`config.mk`:
```
export PLATFORM = sky130hd
export DESIGN_NAME = twi_reg_slave
export DESIGN_NICKNAME = d
export VERILOG_FILES = /design/src/rtl/twi_reg_slave.sv
export SDC_FILE = /design/constraint.sdc
export NUM_CORES = 1
export LEC_CHECK = 0
export CAP_MARGIN = 20
export CORE_MARGIN = 2
export CORE_UTILIZATION = 60
export CTS_BUF_LIST = sky130_fd_sc_hd__clkbuf_4
export CTS_CLUSTER_DIAMETER = 80
export CTS_CLUSTER_SIZE = 25
export DETAILED_ROUTE_END_ITERATION = 8
export HOLD_SLACK_MARGIN = 0.12
export PLACE_DENSITY = 0.87
export SLEW_MARGIN = 20
export SYNTH_ARGS = -nofsm -noshare
export SYNTH_HDL_FRONTEND = slang
export SYNTH_SLANG_ARGS = --single-unit
```
`constraint.sdc`:
```
create_clock -name clk -period 5.4 [get_ports clk]
set_input_delay 1.08 -clock clk [delete_from_list [all_inputs] [get_ports clk]]
set_output_delay 1.08 -clock clk [all_outputs]
set_load 0.01 [all_outputs]
```
`src/rtl/twi_reg_slave.sv`:
```
module twi_reg_slave #(
  parameter logic [4:0] DEV_HI = 5'b11001,
  parameter int OFS_W = 7,
  parameter int CNT_W = 7
) (
  input  logic             clk,
  input  logic             rst_n,
  input  logic             scl_i,
  input  logic             sda_i,
  output logic             sda_oe,
  input  logic [1:0]       addr_lsb,
  input  logic [CNT_W-1:0] blk_count,
  input  logic             commit_busy,
  output logic [OFS_W-1:0] reg_addr,
  output logic [7:0]       reg_wdata,
  output logic             reg_we,
  input  logic [7:0]       reg_rdata
);
  localparam int DW = 8;
  localparam int BC_W = $clog2(DW + 1);
  localparam logic [BC_W-1:0] LAST = BC_W'(DW);

  typedef enum logic [2:0] {S_IDLE, S_ADDR, S_CMD, S_WR, S_ACK, S_RD, S_RACK, S_HOLD} st_t;

  st_t state, after;
  logic [2:0] scl_p, sda_p;
  logic [BC_W-1:0] cnt;
  logic [DW-1:0] sh;
  logic [OFS_W-1:0] ptr;
  logic [CNT_W-1:0] rd_left;
  logic single, wr_done;

  logic scl_s, sda_s, scl_rise, scl_fall, start_c, stop_c, do_load, st_idle;

  assign scl_s    = scl_p[1];
  assign sda_s    = sda_p[1];
  assign scl_rise = scl_p[1] & ~scl_p[2];
  assign scl_fall = ~scl_p[1] & scl_p[2];
  assign start_c  = scl_p[1] & scl_p[2] & sda_p[2] & ~sda_p[1];
  assign stop_c   = scl_p[1] & scl_p[2] & ~sda_p[2] & sda_p[1];
  assign do_load  = scl_fall && ((state == S_ACK && after == S_RD) || state == S_RACK);
  assign st_idle  = (state == S_IDLE);

  assign reg_addr  = ptr;
  assign reg_wdata = sh;

  always_ff @(posedge clk or negedge rst_n) begin
    if (!rst_n) begin
      scl_p <= '1;
      sda_p <= '1;
    end else begin
      scl_p <= {scl_p[1:0], scl_i};
      sda_p <= {sda_p[1:0], sda_i};
    end
  end

  always_ff @(posedge clk or negedge rst_n) begin
    if (!rst_n) begin
      state   <= S_IDLE;
      after   <= S_IDLE;
      cnt     <= '0;
      sh      <= '0;
      ptr     <= '0;
      rd_left <= '0;
      single  <= 1'b0;
      wr_done <= 1'b0;
      sda_oe  <= 1'b0;
      reg_we  <= 1'b0;
    end else begin
      reg_we <= 1'b0;
      if (reg_we && !single) ptr <= ptr + 1'b1;
      if (start_c) begin
        state  <= S_ADDR;
        cnt    <= '0;
        sda_oe <= 1'b0;
      end else if (stop_c) begin
        state  <= S_IDLE;
        sda_oe <= 1'b0;
      end else begin
        case (state)
          S_ADDR, S_CMD, S_WR: begin
            if (scl_rise && cnt != LAST) begin
              sh  <= {sh[DW-2:0], sda_s};
              cnt <= cnt + 1'b1;
            end else if (scl_fall && cnt == LAST) begin
              if (state == S_ADDR) begin
                if (sh[DW-1:1] == {DEV_HI, addr_lsb}) begin
                  sda_oe  <= 1'b1;
                  state   <= S_ACK;
                  after   <= sh[0] ? S_RD : S_CMD;
                  rd_left <= single ? CNT_W'(1) : blk_count;
                end else begin
                  state <= S_IDLE;
                end
              end else if (state == S_CMD) begin
                single  <= sh[DW-1];
                ptr     <= sh[OFS_W-1:0];
                wr_done <= 1'b0;
                sda_oe  <= 1'b1;
                state   <= S_ACK;
                after   <= S_WR;
              end else if (!commit_busy && !(single && wr_done)) begin
                sda_oe  <= 1'b1;
                reg_we  <= 1'b1;
                wr_done <= 1'b1;
                state   <= S_ACK;
                after   <= S_WR;
              end else begin
                state <= S_HOLD;
              end
            end
          end
          S_ACK: begin
            if (scl_fall) begin
              sda_oe <= 1'b0;
              cnt    <= '0;
              state  <= after;
            end
          end
          S_RD: begin
            if (scl_rise) begin
              cnt <= cnt + 1'b1;
            end else if (scl_fall) begin
              if (cnt == LAST) begin
                sda_oe <= 1'b0;
                state  <= S_RACK;
              end else begin
                sh     <= {sh[DW-2:0], 1'b1};
                sda_oe <= ~sh[DW-2];
              end
            end
          end
          S_RACK: begin
            if (scl_rise && sda_s) state <= S_HOLD;
            else if (scl_fall) begin
              cnt   <= '0;
              state <= S_RD;
            end
          end
          default: ;
        endcase
        if (do_load) begin
          if (rd_left != '0) begin
            sh      <= reg_rdata;
            sda_oe  <= ~reg_rdata[DW-1];
            rd_left <= rd_left - 1'b1;
            if (!single) ptr <= ptr + 1'b1;
          end else begin
            sh     <= '1;
            sda_oe <= 1'b0;
          end
        end
      end
    end
  end
endmodule


```
==> run summary <==
Port Buffer Count - 38
Final slew viol count - 0
Initial Util - 0.6278
Initial DRC count - 168
Post-CTS Resized - 0
Vias - 2309
Row cnt - 23
Final antenna-violating net count - 0
Global route total overflow - 0
Standby leakage power - 1.231 nW
Post-layout util - 0.7428
Ys flop type - dfrtp_1
Clk sinks - 42
PD cells - 427.3 nW/µm²
Worst min-delay path class - reg2reg
Status - finished, final reports clean
# diodes - 0
FMAX - 0.3410 GHz
Num CTS Buffers - 5
Routed len/inst - 16.30 µm
Async S/R FF share, synth - 1.000
Syn nets - 313
Worst-margin pin slew - 1.091 ns
Critical path capture point type - register
Critical Path Fanout Max - 13
Startpoint types - primary input
DR DRC count - 0
Die area - 4783 µm²
DRT Pass-1 Iters - 6
Top cells by area, synth - dfrtp_1 (35%), dfstp_2 (6.2%), nor2_1 (5.9%), mux2_2 (4.4%), a21oi_1 (4.1%)
CTS tree - built
Largest net degree at the start of global routing - 43
RSZ-0062 raised after global routing - no
EDFF count, synth - 0
First-pass GRT wire length - 10.24 mm
Max-cap viol count - 0
Initial antenna violation count - 0
Avg Cell Area, Syn - 8.876 µm²
Tcrit/Tclk final - 0.5430
GRT Total Usage - 0.2656
Final net count - 350
H-tree Lvls - 2
Netlist cell types - 56
Buffer levels on the longest clock path - 2
Cells after Synth - 287
Clock Skews - 0.01279 ns
Tmin final - 2.932 ns
Fin. Hold Viols - 0
Die X - 69.16 µm
# fillers - 312
Die height - 69.16 µm
Sequential-to-total area share from yosys stat - 0.4155
Reg clk slew, reported paths - 0.13 ns
Total Wirelength - 6.114 mm
Core area - 4058 µm²
Largest area contributor in the netlist - dfrtp_1
Max transition margin - 0.2661
Area delta synth->final - 18.32%
Vias in the first global route - 2157
I/O Pins - 39
Synth warn - 0
Max VDD drop - 274.4 µV
Setup TNS - 0 ns
Final setup vio count - 0
CTS Hold Bufs - 0
Root Buffer - clkbuf_4
GPL Wtd Cong - 0.9764
Post-CTS Setup Bufs - 0
Yosys reg bits - 42
Worst EP required - 5.70 ns
Synth top area share - 0.3536
HPWL after DPL - 4.383 mm
Share of cells above drive strength 1 - 0.1200
Vias per cell - 6.157
Critical path class - in2reg
Worst path arrival time - 3.23 ns
Synthesized area - 2547 µm²
Clock Latency Late Sink - 0.36 ns
final cells by class:
type                            instances  area [µm²]  area share
Multi-Input combinational cell        219        1389      0.4608
Sequential cell                        42        1059      0.3512
Timing Repair Buffer                   40       390.4      0.1295
Tap cell                               50       62.56     0.02076
Inverter                               16       60.06     0.01993
Clock buffer                            6       45.04     0.01494
Clock inverter                          2       8.758    0.002906
worst max-delay path, stage by stage:
cell and delay, ns:
clkdlybuf4s50_1 0.41, xor2_1 0.16, or4_1 0.51, or3b_4 0.50, or3b_1 0.40, a31oi_1 0.16
stage by stage:
step | cell area, µm² | instances | total power (W) | setup slack, ns | hold slack (ns)
floorplan | 2547 | 287 | 0.0008978 | 2.695 | 0.3452
global placement | 2960 | 367 | 0.001107 | 2.146 | 0.3462
detailed placement | 2960 | 367 | 0.001126 | 2.091 | 0.3485
CTS | 3014 | 375 | 0.001285 | 2.465 | 0.3664
global route | 3014 | 375 | 0.001383 | 2.387 | 0.3673
finish | 3014 | 375 | 0.001288 | 2.468 | 0.3633
synthesized netlist by cell type, types with 6 or more instances:
cell type and instances:
nand3_1 8, nand2_1 22, inv_1 16, nand2b_1 7, dfrtp_1 36, nor2b_1 7
dfstp_2 6, o21ai_0 14, nor3_1 10, a31oi_1 6, mux2_2 10, clkbuf_1 8
a21oi_1 21, nor2_1 40
final timing paths:
kind | start | cells past startpoint | slack [ns] | end
max | addr_lsb[1] | 6 | 2.47 | rd_left[2]
min | scl_p[0] | 0 | 0.36 | scl_p[1]
max reg2reg | state[2] | 5 | 2.80 | reg_addr[1]
min reg2reg | scl_p[0] | 0 | 0.36 | scl_p[1]
max in group asynchronous | rst_n | 1 | 3.98 | reg_addr[2]
min in group asynchronous | rst_n | 1 | 0.84 | rd_left[3]
layout by cell type (no fill, tap or decap), types with 4 or more instances in the layout:
master / netlist / layout
nand2b_1: 7 / 7
ha_1: 4 / 4
clkdlybuf4s50_1: 0 / 37
mux2i_1: 5 / 5
o21ai_0: 14 / 14
dfstp_2: 6 / 6
nand2_1: 22 / 22
nor2_1: 40 / 40
a211oi_1: 4 / 4
or2_2: 4 / 4
o221a_2: 5 / 5
mux2_2: 10 / 10
nor2b_1: 7 / 7
nor3_1: 10 / 10
dfrtp_1: 36 / 36
inv_1: 16 / 16
clkbuf_4: 0 / 6
nand3_1: 8 / 8
a31oi_1: 6 / 6
a21oi_1: 21 / 21
flip-flops by register name, summed over array words and instances, names as in the netlist, 3 cells and up:
name       flops
state          3
sda_p          3
cnt            4
reg_addr       7
scl_p          3
reg_wdata      8
rd_left        7
after          3
logic make-up after synthesis:
family | after synthesis | share of synthesized area
buffers and inverters | 26 | 0.03929
and+or+nand+nor | 121 | 0.2387
adders and majority gates | 4 | 0.01965
xor gates and xnor gates | 4 | 0.01375
AOI/OAI and AO/OA | 75 | 0.2092
muxes | 15 | 0.06385
DFF | 42 | 0.4155
metal layers:
metal  vias up  wire length [µm]  global-route usage  part of all wire
met2        93              2843              0.4199              0.46
met1      1084              2755              0.3633              0.45
met5         -                 0                   0                 0
li1       1116                 -                   -                 -
met4         0               104             0.07407             0.017
met3        16               412             0.06871             0.067
power breakdown:
group	total, W	internal (W)	leakage [nW]	switching, W
sequential	0.000573	0.000419	0.518	0.000153
combinational	0.000558	0.000296	0.679	0.000261
clock	0.000158	0.0000540	0.0331	0.000104
total	0.00129	0.000770	1.23	0.000518
Note: power is estimated with default switching activity, not from simulation.
